`src/rtl/i2cs_pkg.sv`:
```
package i2cs_pkg;
    localparam int BYTE_W   = 8;
    localparam int ADDR_W   = 7;
    localparam int STRAP_W  = 2;
    localparam int PREFIX_W = ADDR_W - STRAP_W;
    localparam logic [PREFIX_W-1:0] DEV_PREFIX = 5'b00111;

    typedef enum logic [2:0] {
        S_IDLE,
        S_ADDR,
        S_ADDR_ACK,
        S_WR_BIT,
        S_WR_ACK,
        S_RD_BIT,
        S_RD_ACK,
        S_LOCKOUT
    } i2cs_state_t;
endpackage

```
`src/rtl/i2cs_line_sync.sv`:
```
module i2cs_line_sync #(
    parameter int WIDTH  = 2,
    parameter int STAGES = 2
) (
    input  logic             clk,
    input  logic             rst_n,
    input  logic [WIDTH-1:0] d_in,
    output logic [WIDTH-1:0] q_cur,
    output logic [WIDTH-1:0] q_prev
);
    logic [WIDTH-1:0] pipe [STAGES];

    generate
        for (genvar g = 0; g < STAGES; g++) begin : g_stage
            if (g == 0) begin : g_first
                always_ff @(posedge clk or negedge rst_n) begin
                    if (!rst_n) pipe[g] <= '1;
                    else        pipe[g] <= d_in;
                end
            end else begin : g_next
                always_ff @(posedge clk or negedge rst_n) begin
                    if (!rst_n) pipe[g] <= '1;
                    else        pipe[g] <= pipe[g-1];
                end
            end
        end
    endgenerate

    always_ff @(posedge clk or negedge rst_n) begin
        if (!rst_n) q_prev <= '1;
        else        q_prev <= pipe[STAGES-1];
    end

    assign q_cur = pipe[STAGES-1];
endmodule

```
`src/rtl/i2cs_bus_events.sv`:
```
module i2cs_bus_events (
    input  logic scl_cur,
    input  logic scl_prev,
    input  logic sda_cur,
    input  logic sda_prev,
    output logic start_ev,
    output logic stop_ev,
    output logic scl_rise,
    output logic scl_fall
);
    // SDA moving while SCL stays high marks the frame boundaries
    assign start_ev = scl_cur & scl_prev & sda_prev & ~sda_cur;
    assign stop_ev  = scl_cur & scl_prev & ~sda_prev & sda_cur;
    assign scl_rise = scl_cur & ~scl_prev;
    assign scl_fall = ~scl_cur & scl_prev;
endmodule

```
`src/rtl/i2c_strap_slave.sv`:
```
module i2c_strap_slave #(
    parameter int SYNC_STAGES = 2
) (
    input  logic       clk,
    input  logic       rst_n,
    input  logic       scl_i,
    input  logic       sda_i,
    output logic       sda_drive_low,
    input  logic [1:0] addr_strap,
    output logic [7:0] wr_data,
    output logic       wr_valid,
    input  logic [7:0] rd_data,
    output logic       rd_take
);
    import i2cs_pkg::*;

    localparam int CNT_W = $clog2(BYTE_W + 1);
    localparam logic [CNT_W-1:0] FULL = CNT_W'(BYTE_W);
    localparam logic [CNT_W-1:0] ONE  = CNT_W'(1);

    logic [1:0] line_raw, line_cur, line_prev;
    logic       start_ev, stop_ev, scl_rise, scl_fall;

    assign line_raw = {scl_i, sda_i};

    i2cs_line_sync #(.WIDTH(2), .STAGES(SYNC_STAGES)) u_sync (
        .clk    (clk),
        .rst_n  (rst_n),
        .d_in   (line_raw),
        .q_cur  (line_cur),
        .q_prev (line_prev)
    );

    i2cs_bus_events u_events (
        .scl_cur  (line_cur[1]),
        .scl_prev (line_prev[1]),
        .sda_cur  (line_cur[0]),
        .sda_prev (line_prev[0]),
        .start_ev (start_ev),
        .stop_ev  (stop_ev),
        .scl_rise (scl_rise),
        .scl_fall (scl_fall)
    );

    i2cs_state_t       state, state_n;
    logic [CNT_W-1:0]  bit_cnt;
    logic [BYTE_W-1:0] rx_sr, tx_sr;
    logic              rw_q, host_ack, addr_hit, byte_end;

    assign addr_hit = (rx_sr[BYTE_W-1:1] == {DEV_PREFIX, addr_strap});
    assign byte_end = scl_fall && (bit_cnt == FULL);

    // state register
    always_ff @(posedge clk or negedge rst_n) begin
        if (!rst_n) state <= S_IDLE;
        else        state <= state_n;
    end

    // transitions
    always_comb begin
        state_n = state;
        if (stop_ev) begin
            state_n = S_IDLE;
        end else if (start_ev) begin
            state_n = (state == S_IDLE) ? S_ADDR : S_LOCKOUT;
        end else begin
            unique case (state)
                S_IDLE, S_LOCKOUT: state_n = state;
                S_ADDR:     if (byte_end) state_n = addr_hit ? S_ADDR_ACK : S_LOCKOUT;
                S_ADDR_ACK: if (scl_fall) state_n = rw_q ? S_RD_BIT : S_WR_BIT;
                S_WR_BIT:   if (byte_end) state_n = S_WR_ACK;
                S_WR_ACK:   if (scl_fall) state_n = S_WR_BIT;
                S_RD_BIT:   if (byte_end) state_n = S_RD_ACK;
                S_RD_ACK:   if (scl_fall) state_n = host_ack ? S_RD_BIT : S_LOCKOUT;
                default:    state_n = S_IDLE;
            endcase
        end
    end

    // outputs and datapath
    always_ff @(posedge clk or negedge rst_n) begin
        if (!rst_n) begin
            bit_cnt       <= '0;
            rx_sr         <= '0;
            tx_sr         <= '0;
            rw_q          <= 1'b0;
            host_ack      <= 1'b0;
            sda_drive_low <= 1'b0;
            wr_data       <= '0;
            wr_valid      <= 1'b0;
            rd_take       <= 1'b0;
        end else begin
            wr_valid <= 1'b0;
            rd_take  <= 1'b0;
            if (stop_ev || start_ev) begin
                bit_cnt       <= '0;
                sda_drive_low <= 1'b0;
            end else begin
                unique case (state)
                    S_IDLE, S_LOCKOUT: begin
                        sda_drive_low <= 1'b0;
                    end
                    S_ADDR, S_WR_BIT: begin
                        if (scl_rise) begin
                            rx_sr   <= {rx_sr[BYTE_W-2:0], line_cur[0]};
                            bit_cnt <= bit_cnt + ONE;
                        end else if (byte_end) begin
                            bit_cnt <= '0;
                            if (state == S_ADDR) begin
                                sda_drive_low <= addr_hit;
                                rw_q          <= rx_sr[0];
                            end else begin
                                wr_data       <= rx_sr;
                                wr_valid      <= 1'b1;
                                sda_drive_low <= 1'b1;
                            end
                        end
                    end
                    S_ADDR_ACK, S_RD_ACK: begin
                        if (scl_rise && state == S_RD_ACK) begin
                            host_ack <= ~line_cur[0];
                        end else if (scl_fall) begin
                            if ((state == S_ADDR_ACK) ? rw_q : host_ack) begin
                                tx_sr         <= rd_data;
                                rd_take       <= 1'b1;
                                sda_drive_low <= ~rd_data[BYTE_W-1];
                                bit_cnt       <= ONE;
                            end else begin
                                sda_drive_low <= 1'b0;
                                bit_cnt       <= '0;
                            end
                        end
                    end
                    S_WR_ACK: begin
                        if (scl_fall) begin
                            sda_drive_low <= 1'b0;
                            bit_cnt       <= '0;
                        end
                    end
                    S_RD_BIT: begin
                        if (byte_end) begin
                            sda_drive_low <= 1'b0;
                        end else if (scl_fall) begin
                            tx_sr         <= tx_sr << 1;
                            sda_drive_low <= ~tx_sr[BYTE_W-2];
                            bit_cnt       <= bit_cnt + ONE;
                        end
                    end
                    default: sda_drive_low <= 1'b0;
                endcase
            end
        end
    end
endmodule

```
`config.mk`:
```
export PLATFORM = sky130hd
export DESIGN_NAME = i2c_strap_slave
export DESIGN_NICKNAME = d
export VERILOG_FILES = /design/src/rtl/i2cs_pkg.sv /design/src/rtl/i2cs_line_sync.sv /design/src/rtl/i2cs_bus_events.sv /design/src/rtl/i2c_strap_slave.sv
export SDC_FILE = /design/constraint.sdc
export NUM_CORES = 1
export LEC_CHECK = 0
export BUFFER_PORTS_ARGS = -buffer_cell sky130_fd_sc_hd__buf_2
export CORE_AREA = 3 3 75 77
export CTS_CLUSTER_SIZE = 28
export DETAILED_ROUTE_END_ITERATION = 10
export DIE_AREA = 0 0 78 80
export PLACE_DENSITY = 0.59
export SYNTH_ARGS = -nofsm -noshare
export SYNTH_HDL_FRONTEND = slang
export SYNTH_SLANG_ARGS = --single-unit
```
`constraint.sdc`:
```
create_clock -name clk -period 2.1 [get_ports clk]
set_input_delay 0.42 -clock clk [delete_from_list [all_inputs] [get_ports clk]]
set_output_delay 0.42 -clock clk [all_outputs]
set_load 0.02 [all_outputs]
```
# Yosys cells after proc, flatten, opt, wreduce, memory -nomap -nowiden
# Cells that the tools add are included.
dict set report totals {
  in_bits 14
  word_cells 128
  output_inout_bits 11
  ff_bits 41
}
dict set report op_classes {
  bitwise_logic 16
  addsub 1
  reduce_logical 17
  mux 51
  n_eq_ne 30
}
# cell count
set op_table {}
lappend op_table {{7-bit 2-to-1 mux} 5}
lappend op_table {{3-bit 2-to-1 mux} 11}
lappend op_table {{4-bit 2-to-1 mux} 8}
lappend op_table {{4-bit inequality test, second input constant} 8}
lappend op_table {{3-bit inequality test, second input constant} 8}
lappend op_table {{1-bit 2-to-1 mux} 22}
lappend op_table {{7-bit AND reduction} 3}
lappend op_table {{3-bit one-hot mux with 6 select lines} 1}
lappend op_table {{4-bit one-hot mux with 4 select lines} 1}
lappend op_table {{7-bit one-hot mux with 2 select lines} 1}
lappend op_table {{3-bit equality test, second input constant} 4}
lappend op_table {{2-bit inequality test, second input constant} 5}
lappend op_table {{5-bit AND reduction} 2}
lappend op_table {{1-bit inverter} 9}
lappend op_table {{1-bit AND} 7}
lappend op_table {{7-bit by 5-bit equality test with 1-bit output} 1}
lappend op_table {{3-bit by 2-bit equality test with 1-bit output, second input constant} 2}
lappend op_table {{3-bit AND reduction} 2}
lappend op_table {{6-bit AND reduction} 1}
lappend op_table {{2-bit OR reduction} 3}
lappend op_table {{1-bit one-hot mux with 5 select lines} 1}
lappend op_table {{5-bit nonzero test} 1}
lappend op_table {{4-bit by 1-bit adder with 4-bit output, second input constant} 1}
lappend op_table {{4-bit equality test, second input constant} 1}
lappend op_table {{6 further kinds} 7}

# Logic depth before layout (Yosys ltp)
# Gate-level depths: netlist of the first run.
dict set report depth {
  depth_word 7
  ltp_mapped 8
  mapped_depth_nobuf 7
}

# Modules after synthesis
# A second synthesis of the first run with hierarchy kept.
dict set report hier_totals {
  hier_cells 190
  hier_area_um2 2182.1
}
# module instances seq_area_each_um2 area_each_um2 cells_each
set modules_own_cells {}
lappend modules_own_cells {i2c_strap_slave 1 875.8 1976.9 178}
lappend modules_own_cells {i2cs_line_sync 1 157.7 172.7 8}
lappend modules_own_cells {i2cs_bus_events 1 0.0 32.5 4}

# Worst setup path before layout of the first run
# OpenSTA, ideal clock, no wires.
dict set report synth_timing {
  kind {register to register}
  startpoint {reg u_sync.q_prev[1]}
  endpoint {reg bit_cnt[1]}
  path_stages_with_launch 6
  required_time_ns 1.978
  setup_time_ns 0.122
  synth_period_minus_slack_ns 1.735
  path_buffers 1
  arrival_time_ns 1.613
  setup_slack_ns 0.365
  path_cell_list {dfstp_2 -> nor4bb_1 -> buf_2 -> a211o_1 -> a311o_1 -> a32o_1}
}
dict set report synth_between {
  elab_chain_cells 6
  elab_cells_between_ends 22
  cone_classes {eq/ne: 6; mux: 3; bitwise: 8; reduce/logical: 5}
}
# element line
set synth_lines {}
lappend synth_lines {{start, declared} i2cs_line_sync.sv:9} ;# output logic [WIDTH-1:0] q_prev
lappend synth_lines {{start signal, assigned} i2cs_line_sync.sv:31} ;# else q_prev <= pipe[STAGES-1];
lappend synth_lines {{1-bit AND} {i2cs_bus_events.sv:12, i2cs_bus_events.sv:13}}
lappend synth_lines {{1-bit AND, on equally long branches (2 in series)} {i2cs_bus_events.sv:13, i2cs_bus_events.sv:12}}
lappend synth_lines {{1-bit logical OR} i2c_strap_slave.sv:95} ;# if (stop_ev || start_ev) begin
lappend synth_lines {{4-bit inequality test (no line) (tied with other cells)} --}
lappend synth_lines {{7-bit AND reduction (no line)} --}
lappend synth_lines {{end signal, assigned} i2c_strap_slave.sv:106} ;# bit_cnt <= bit_cnt + ONE;
lappend synth_lines {{end signal, assigned} i2c_strap_slave.sv:146} ;# bit_cnt <= bit_cnt + ONE;
lappend synth_lines {{end, declared} i2c_strap_slave.sv:46} ;# logic [CNT_W-1:0] bit_cnt;
# Several ways; a longest one is shown, not always the timed one.
# A chain may end at the register's enable or synchronous reset.

# Worst setup path in the final report of the first run
dict set report layout_timing {
  startpoint {reg u_sync.pipe (netlist bit u_sync.q_cur[1])}
  endpoint {reg bit_cnt[0]}
}
dict set report layout_between {
  elab_chain_cells 6
  elab_cells_between_ends 22
  cone_classes {eq/ne: 6; mux: 3; bitwise: 8; reduce/logical: 5}
}
# element line
set layout_lines {}
lappend layout_lines {{start, declared} i2cs_line_sync.sv:11} ;# logic [WIDTH-1:0] pipe [STAGES];
lappend layout_lines {{start signal, assigned by index} i2cs_line_sync.sv:23} ;# else pipe[g] <= pipe[g-1];
lappend layout_lines {{1-bit AND} {i2cs_bus_events.sv:12, i2cs_bus_events.sv:13}}
lappend layout_lines {{1-bit AND, on equally long branches (2 in series)} {i2cs_bus_events.sv:13, i2cs_bus_events.sv:12}}
lappend layout_lines {{1-bit logical OR} i2c_strap_slave.sv:95}
lappend layout_lines {{4-bit inequality test (no line) (tied with other cells)} --}
lappend layout_lines {{7-bit AND reduction (no line)} --}
# Several ways; a longest one is shown, not always the timed one.

==> results of run 1 <==
## state kept, by name (all words and copies together) (netlist names)
name and cells:
u_sync.q_prev 2, rx_sr 8, bit_cnt 4, wr_data 8, u_sync.q_cur 2, wr_valid 1, rw_q 1, tx_sr 7
state 3, host_ack 1, sda_drive_low 1, u_sync.pipe 2, rd_take 1
## metrics by stage
stage | setup WS [ns] | util | std cells | power (W)
floorplan | 0.365 | - | 184 | 0.00174
global route | 0.0114 | 0.469 | 289 | 0.00283
global placement | 0.217 | 0.446 | 281 | 0.00198
detailed placement | 0.179 | 0.446 | 281 | 0.00199
finish | 0.131 | 0.469 | 289 | 0.00263
CTS | 0.152 | 0.469 | 289 | 0.00265
## critical path: cells and delay by family, from the launching register on
kind | cells | cell delay, ns
flops | 1 | 0.59
compound gates | 2 | 0.33
simple gates | 3 | 0.98
## power groups by stage
stage | Sequential (W) | Combinational (W) | Clock [W]
finish | 0.00117 | 0.000805 | 0.000657
floorplan | 0.00110 | 0.000641 | 0
detailed placement | 0.00119 | 0.000802 | 0
global placement | 0.00118 | 0.000805 | 0
CTS | 0.00117 | 0.000807 | 0.000677
global route | 0.00120 | 0.000913 | 0.000715
## cell families after synthesis
| kind of cell | Yosys count | synth area share |
|---|---|---|
| AO/OA/AOI/OAI | 48 | 0.155 |
| XOR/XNOR | 2 | 0.00869 |
| adder cells (fa/ha/maj) | 2 | 0.0124 |
| flip-flops | 41 | 0.513 |
| buffers and inverters | 12 | 0.0255 |
| AND/OR/NAND/NOR | 54 | 0.150 |
| multiplexers | 25 | 0.136 |
## synth_stat cells (2+ instances only)
cell type                  instances
sky130_fd_sc_hd__inv_1             6
sky130_fd_sc_hd__nand2b_1          6
sky130_fd_sc_hd__nand3b_1          2
sky130_fd_sc_hd__buf_2             2
sky130_fd_sc_hd__o21ai_0          18
sky130_fd_sc_hd__clkbuf_1          3
sky130_fd_sc_hd__o31ai_1           2
sky130_fd_sc_hd__dfstp_2           6
sky130_fd_sc_hd__nand2_1          19
sky130_fd_sc_hd__ha_1              2
sky130_fd_sc_hd__a21o_1            3
sky130_fd_sc_hd__a31oi_1           4
sky130_fd_sc_hd__o21bai_1          2
sky130_fd_sc_hd__nand3_1           3
sky130_fd_sc_hd__xor2_1            2
sky130_fd_sc_hd__a311o_1           2
sky130_fd_sc_hd__a21oi_1           6
sky130_fd_sc_hd__nor4bb_1          2
sky130_fd_sc_hd__mux2_2           19
sky130_fd_sc_hd__nor2_1            9
sky130_fd_sc_hd__nor2b_1           3
sky130_fd_sc_hd__mux2i_1           6
sky130_fd_sc_hd__dfrtp_1          35
## worst paths after layout
check                                         to  slack [ns]  cells past startpoint
worst max-delay path                  bit_cnt[0]        0.13                      5
worst min-delay path                    wr_valid        0.18                      2
worst max register to register        bit_cnt[0]        0.13                      5
worst min register to register   u_sync.q_cur[0]        0.36                      0
max in group asynchronous       u_sync.q_prev[0]        1.54                      2
min in group clk                  u_sync.pipe[2]        0.22                      1
## cell type report
class                      count  share of cell area
multi-input combinational    131               0.391
inverter                       6             0.00945
timing repair buffer          33              0.0788
sequential                    41               0.434
clock buffer                   6              0.0347
tap                           70              0.0368
clock inverter                 2              0.0158
## routing by layer
metal / vias up / global-route usage / wire [µm]
li1: 734 / - / -
met1: 705 / 0.186 / 1930
met2: 27 / 0.208 / 1710
met3: 7 / 0.0316 / 140
met4: 0 / 0.0507 / 61
met5: - / 0 / 0
==> results summary, run 1 <==
The run finished with clean final reports. For this design, the sink count on the clock tree is between 40 and 50. In this run the vertical extent of the chip is 80 µm. The die outline width came out at 78 µm. The fraction of power spent switching nets is 0.333. The number of cells produced by synthesis is 184. The most used flip-flop cell after synthesis is sky130_fd_sc_hd__dfrtp_1. By startpoint and endpoint, the worst setup path is classified as reg2reg. The source of the worst register-to-register timing path is u_sync.q_cur[1]. Of the available clock period, the critical path in the final layout requires 0.938.

Entering global routing, the biggest net connects 42 pins. Setup violations remaining at the end of the flow were counted as 0. The signal on the critical path passes through nand2b_1, nor4_2, nor4_1, a21o_1, a22o_1.

The area of the mapped netlist came out at about 2000 µm². The total wire length came out at about 3.8 mm. The share of cells above drive strength 1 came out at 0.329. The total count of max-transition violations in the final report came to 0.

The count of yosys warnings during synthesis is 0. The area inside the core boundary is roughly 5100 µm². Synthesis inferred 41 register bits. At the worst endpoint, the required time is 2.33 ns. The critical path capture point type is a flop.

The total overflow left after global routing is 0. The combinational group share of total power is 0.306. The die area is approximately 6200 µm². The setup skew after layout is slightly below 0.008 ns. Hold repair after CTS inserted 0 buffers.

The share of the synthesized area in the top cell type is 0.435. The starting density of the core came out at 0.397. The maximum count of clock buffers along a single path came out at 2. The footprint of the multi-input gates came out at between 900 and 1000 µm². The launching element of the worst setup path is u_sync.q_cur[1]. The share of power burned in the clock network is 0.250.

Once detail routing completed, the nets flagged for antenna violations numbered 0. For this design the ratio of total power to cell area is around 1100 nW/µm². After detailed routing, the number of remaining DRC violations is 0.

Once layout is done, the placed cells without fillers occupy ~2400 µm². The library cell used as clock root buffer is sky130_fd_sc_hd__clkbuf_8. The area added between synthesis and finish is 18.2%.

The number of nets in the synthesized netlist came out at 200. The leakage dissipation is approximately 1.1 nW. Using the TritonRoute via totals, the vias-per-cell ratio works out to between 5 and 6. The first-pass iteration count of the detailed router came out at 4. The slowest stage of the critical path is the sky130_fd_sc_hd__dfstp_2 cell. The number of I/O port buffers is 24. Leaving out fill and tap cells, the most frequent cell in the layout is sky130_fd_sc_hd__dfrtp_1. The worst setup path is launched from a flop. The routed layout has around 1,500 vias. Setup repair after global routing left no endpoint under its margin. The min-delay analysis places its worst path in the category in2async. The number of post-CTS setup repair buffers is 0. The largest driver fanout on the critical path is 8. The setup total negative slack is 0 ns.

The worst hold slack across all endpoints came out at between 0.15 and 0.2 ns. The number of cell rows is 26. For this block, the initial DRC count from the detailed router was 86. Pin placement for this block handled 25 I/O pins.

In the layout the commonest cells are 35 x sky130_fd_sc_hd__dfrtp_1, 24 x sky130_fd_sc_hd__buf_2, 19 x sky130_fd_sc_hd__mux2_2, 19 x sky130_fd_sc_hd__nand2_1, 18 x sky130_fd_sc_hd__o21ai_0. Yosys attributes the largest share of cell area to sky130_fd_sc_hd__dfrtp_1 43%, sky130_fd_sc_hd__mux2_2 11%, sky130_fd_sc_hd__dfstp_2 7.8%. The highest attainable clock frequency came out at around 0.51 GHz.

The data arrival time of the critical path is 2.20 ns. The largest total area in the synthesized netlist belongs to sky130_fd_sc_hd__dfrtp_1. The global-route wire length before repair came out at slightly below 7 mm. The number of buffers added by the clock tree synthesis step is 5. The async set or reset register ratio after synthesis came out at 1.00. 0 antenna diodes ended up in the layout. The cell-internal power came out at ~0.0018 W. The worst ir drop on vdd came out at between 0.4 and 0.5 mV. The number of distinct library cells after synthesis is 45. The number of max-cap violations is 0.

The deepest level of the CTS H-tree is 2. TritonCTS built the clock tree. At the pin with the least slew margin, the transition time is 0.598 ns. The wire-length estimate of the detail-placed layout is 2.77 mm. The number of endpoints with negative hold slack in the final report is 0. The clock input transition at the sequential cells of the worst setup and hold paths is around 0.08 ns. The footprint of the flip-flops and latches is 1030 µm².

The delay of the slowest cell on the worst path came out at a little under 0.6 ns. The worst pin sits at a relative slew slack of 0.598. The final routed wire length divided by cell count came out at roughly 13 µm. Counting I/O delays and the setup requirement, the final critical path takes 1.97 ns. The layout filler cell count came out at slightly above 500. The aggregate global-route resource usage is 0.135. The routability-driven placement congestion ratio came out at about 0.85. For this run, the register share of the synthesized area comes to 0.513. The initial antenna violation count came out at 0. Once the clock tree was built, the resizer swapped 0 gates to a different size.

The number of global-route vias before repair came to about 1,400. Clock latency on the worst-skew pair, taken at its later pin, is ~0.29 ns. The synthesized area per cell came out at ~11 µm². Of the total power, registers draw 0.444. Yosys mapped a number of flops with a built-in enable equal to 0. The analysis attributes to net switching a power of 0.000875 W. The instance area at placement came out at approximately 2300 µm². The number of nets in the final layout is 234.
Note: power is estimated with default switching activity, not from simulation.
==> run 2: changes to the inputs <==
- CORE_AREA: 3 3 75 77 -> 3 3 78 80
- DIE_AREA: 0 0 78 80 -> 0 0 81 83
- PLACE_DENSITY: 0.59 -> 0.58
- SYNTH_HIERARCHICAL: unset -> 1
==> results summary, run 2 <==
The flow ran to the end, and the final reports show no timing, DRC or antenna violations. The net switching power came out at between 0.0009 and 0.001 W. The die outline height is 83 µm. The endpoint identified for the worst register-to-register timing path is tx_sr[1]. The met3 layer usage reported by global route is 0.0293. The TritonCTS clock tree is built. The die area is between 6000 and 7000 µm². For this run, the total global-route usage over all layers was measured as 0.146. The remaining global-route overflow came out at 0. The number of global-route vias before repair came out at 1,627.

The count of yosys warnings during synthesis came out at 6. The total inserted antenna cells is 0. The routed layout has about 1,600 vias.

The worst slew margin relative to its limit came out at 0.753. The data required time at the worst endpoint came out at about 2.3 ns. STA classifies the critical path endpoint as a flop. Setup repair after global routing left no endpoint under its margin. In the final timing run, aggregate negative setup slack is 0 ns. In this run the standard cell core region covers approximately 5500 µm². The fraction of the cycle the final worst path needs came out at 0.920. The final layout contains routed wiring with a total length of around 4.4 mm. The data arrival time of the critical path is between 2 and 2.5 ns. The highest attainable clock frequency came out at around 0.52 GHz. The final period demand of the worst path came out at ~1.9 ns. The setup skew after layout is about 0.0070 ns. In this run the clock root is driven by a sky130_fd_sc_hd__clkbuf_8. A synthesized cell averages 11.5 µm².

The most common library cell in the layout ignoring fill and taps is sky130_fd_sc_hd__dfrtp_1. The number of max-cap violations is 0. The number of endpoints with negative hold slack in the final report is 0.

The die is between 80 and 90 µm wide. The count of hold buffers inserted by post-cts repair is 0. The layout filler cell count is roughly 520. The routability-driven placement congestion ratio is 0.842.

In this run the most used layer during global routing was met1. The total DRC errors in the routed layout is 0. The count of clock tree sinks is just over 40. Among all flip-flop cells after synthesis, the most frequent one is sky130_fd_sc_hd__dfrtp_1. The placed wire-length estimate came out at around 3.2 mm. The clock latency of the later-clocked register in the worst-skew pair came out at approximately 0.29 ns. In the final layout, the registers with the most flip-flops are rx_sr: 8 flops, wr_data: 8 flops, tx_sr: 7 flops. The critical path class is reg2reg. The initial antenna violation count is 0. The measured slew at the worst slew-check pin is 0.370 ns. The starting density of the core came out at 0.399.

The cell-internal power came out at 0.00186 W. In this run the cell area of the synthesized design comes to roughly 2200 µm². Power spread over the standard cell area amounts to between 1000 and 1500 nW/µm². The number of buffers added by the clock tree synthesis step is 5. The clock input transition at the sequential cells of the worst setup and hold paths is 0.07 ns. The commonest cells after synthesis are 35 x sky130_fd_sc_hd__dfrtp_1, 23 x sky130_fd_sc_hd__mux2_2, 11 x sky130_fd_sc_hd__nand2_1, 11 x sky130_fd_sc_hd__nor2_1, 10 x sky130_fd_sc_hd__inv_1. The total I/O pin count is 25. Of the total power, combinational logic draws 0.366. At the end of the flow the core is filled with cells to 0.468. The worst reg-to-reg path cell count is 5. The worst hold path belongs to the class in2async. In this run, the number of DRC markers left after iteration 0 of detailed routing was between 100 and 150. The share of power burned in the clock network came out at 0.232. IR analysis of the VDD net gives a maximum drop of 0.540 mV. Compared with the post-synthesis result, the final layout area differs by 17.5%.

The cell type contributing the most total cell area after synthesis is sky130_fd_sc_hd__dfrtp_1. Among all cell types in the netlist, the one instantiated most often is sky130_fd_sc_hd__dfrtp_1. The total count of max-transition violations in the final report came out at 0. The launching element of the worst setup path is u_sync/q_cur[0]. The number of distinct library cells after synthesis is 54.

The worst register-to-register path has a setup slack of 0.17 ns. The number of nets handed over by synthesis was 206. The worst setup path is launched from a flop.

The most critical setup path has its endpoint at tx_sr[1]. The clock passes through at most 2 buffers. The global-route wire length before repair is 7.74 mm. The global routing met1 resource utilization came out at 0.209. For this run, asynchronously set or reset flops after synthesis account for 1.00. The routing usage on met2 is 0.209. The number of setup violations in the final report came out at 0. The initialized floorplan defines 27 standard-cell rows. In this run the static leakage power is 1.24 nW.

The top cell types in the final layout, fill and taps aside, are 35 x sky130_fd_sc_hd__dfrtp_1, 24 x sky130_fd_sc_hd__buf_2, 23 x sky130_fd_sc_hd__mux2_2. The part of the Yosys area used for sequential elements is 0.474. The post-route antenna net violation count came out at 0. Counting flops with a built-in enable in the synthesized netlist gives 0.

The fraction of power spent switching nets came out at 0.333. After synthesis, the cell types taking the most area are sky130_fd_sc_hd__dfrtp_1 40%, sky130_fd_sc_hd__mux2_2 12%, sky130_fd_sc_hd__dfstp_2 7.2%. The number of I/O port buffers is 24. In the routed layout, each cell is associated on average with a via count of between 5 and 6.

In this run, post-CTS repair resized a total of 0 instances. The share of cells above drive strength 1 is 0.419. The deepest level of the CTS H-tree came out at 2. The number of cells produced by synthesis came out at 190. The number of post-CTS setup repair buffers came out at 0. The number of nets in the final layout came out at 242. Before antenna repair, the detailed router went through 4 iterations. The register bit total from synthesis came out at about 40.

In this run the worst path has a maximum fanout of 8. Entering global routing, the biggest net connects 17 pins. Of the total power, registers draw 0.402. The final routed wire length divided by cell count came out at 14.7 µm. The source of the worst register-to-register timing path is u_sync/q_cur[0]. The share of the synthesized area in the top cell type came out at 0.401.
run 2: power groups by stage:
stage | logic [W] | clock network (W) | registers, W
floorplan | 0.000795 | 0 | 0.00110
global placement | 0.00101 | 0 | 0.00114
detailed placement | 0.00101 | 0 | 0.00114
CTS | 0.00102 | 0.000670 | 0.00112
global route | 0.00113 | 0.000696 | 0.00115
finish | 0.00102 | 0.000647 | 0.00112
run 2: critical path: stages (launching register included):
cell and delay (ns):
sky130_fd_sc_hd__dfstp_2 0.57, sky130_fd_sc_hd__and4b_2 0.32, sky130_fd_sc_hd__a311oi_2 0.25, sky130_fd_sc_hd__nand2_1 0.11
sky130_fd_sc_hd__o21bai_4 0.25, sky130_fd_sc_hd__mux2_4 0.32
run 2: how the worst min path moves through the flow:
| stage | start | endpoint | depth (start not counted) |
|---|---|---|---|
| floorplan | rst_n | bit_cnt[0] | 0 |
| global placement | u_sync/pipe[3] | u_sync/q_cur[1] | 0 |
| detailed placement | u_sync/pipe[3] | u_sync/q_cur[1] | 0 |
| CTS | rst_n | wr_data[5] | 1 |
| global route | rst_n | wr_data[5] | 1 |
| finish | rst_n | state[1] | 1 |
run 2: logic make-up (layout without fill, tap and decap cells):
family / count (synthesis) / after routing / synth area share
mux: 31 / 31 / 0.169
simple gates: 52 / 52 / 0.138
xor+xnor: 2 / 2 / 0.00803
compound gates: 42 / 42 / 0.154
fa+ha+maj: 2 / 2 / 0.0115
flops: 41 / 41 / 0.474
buf+inv: 20 / 57 / 0.0464
run 2: metal layers:
| metal | wire, µm | vias up |
|---|---|---|
| met2 | 1980 | 42 |
| met4 | 82 | 0 |
| met5 | 0 | - |
| met1 | 2110 | 779 |
| li1 | - | 762 |
| met3 | 208 | 12 |
run 2: per-stage QoR:
stage	cells	setup WS (ns)	area, µm²	hold slack [ns]	total power (W)
2_1_floorplan	190	0.129	2180	0.124	0.00189
6_report	299	0.168	2560	0.0382	0.00279
3_5_place_dp	291	0.109	2440	0.348	0.00215
5_1_grt	299	0.0329	2560	0.0607	0.00298
4_1_cts	299	0.102	2560	0.0457	0.00281
3_3_place_gp	291	0.111	2440	0.345	0.00216
run 2: final cells by class:
cell class                 count  area [µm²]  area share
clock inverter                 1        30.0      0.0117
tap                           72        90.1      0.0351
clock buffer                   7        86.3      0.0337
multi-input combinational    129        1050       0.411
inverter                      10        37.5      0.0146
sequential                    41        1030       0.403
timing repair buffer          39         233      0.0908
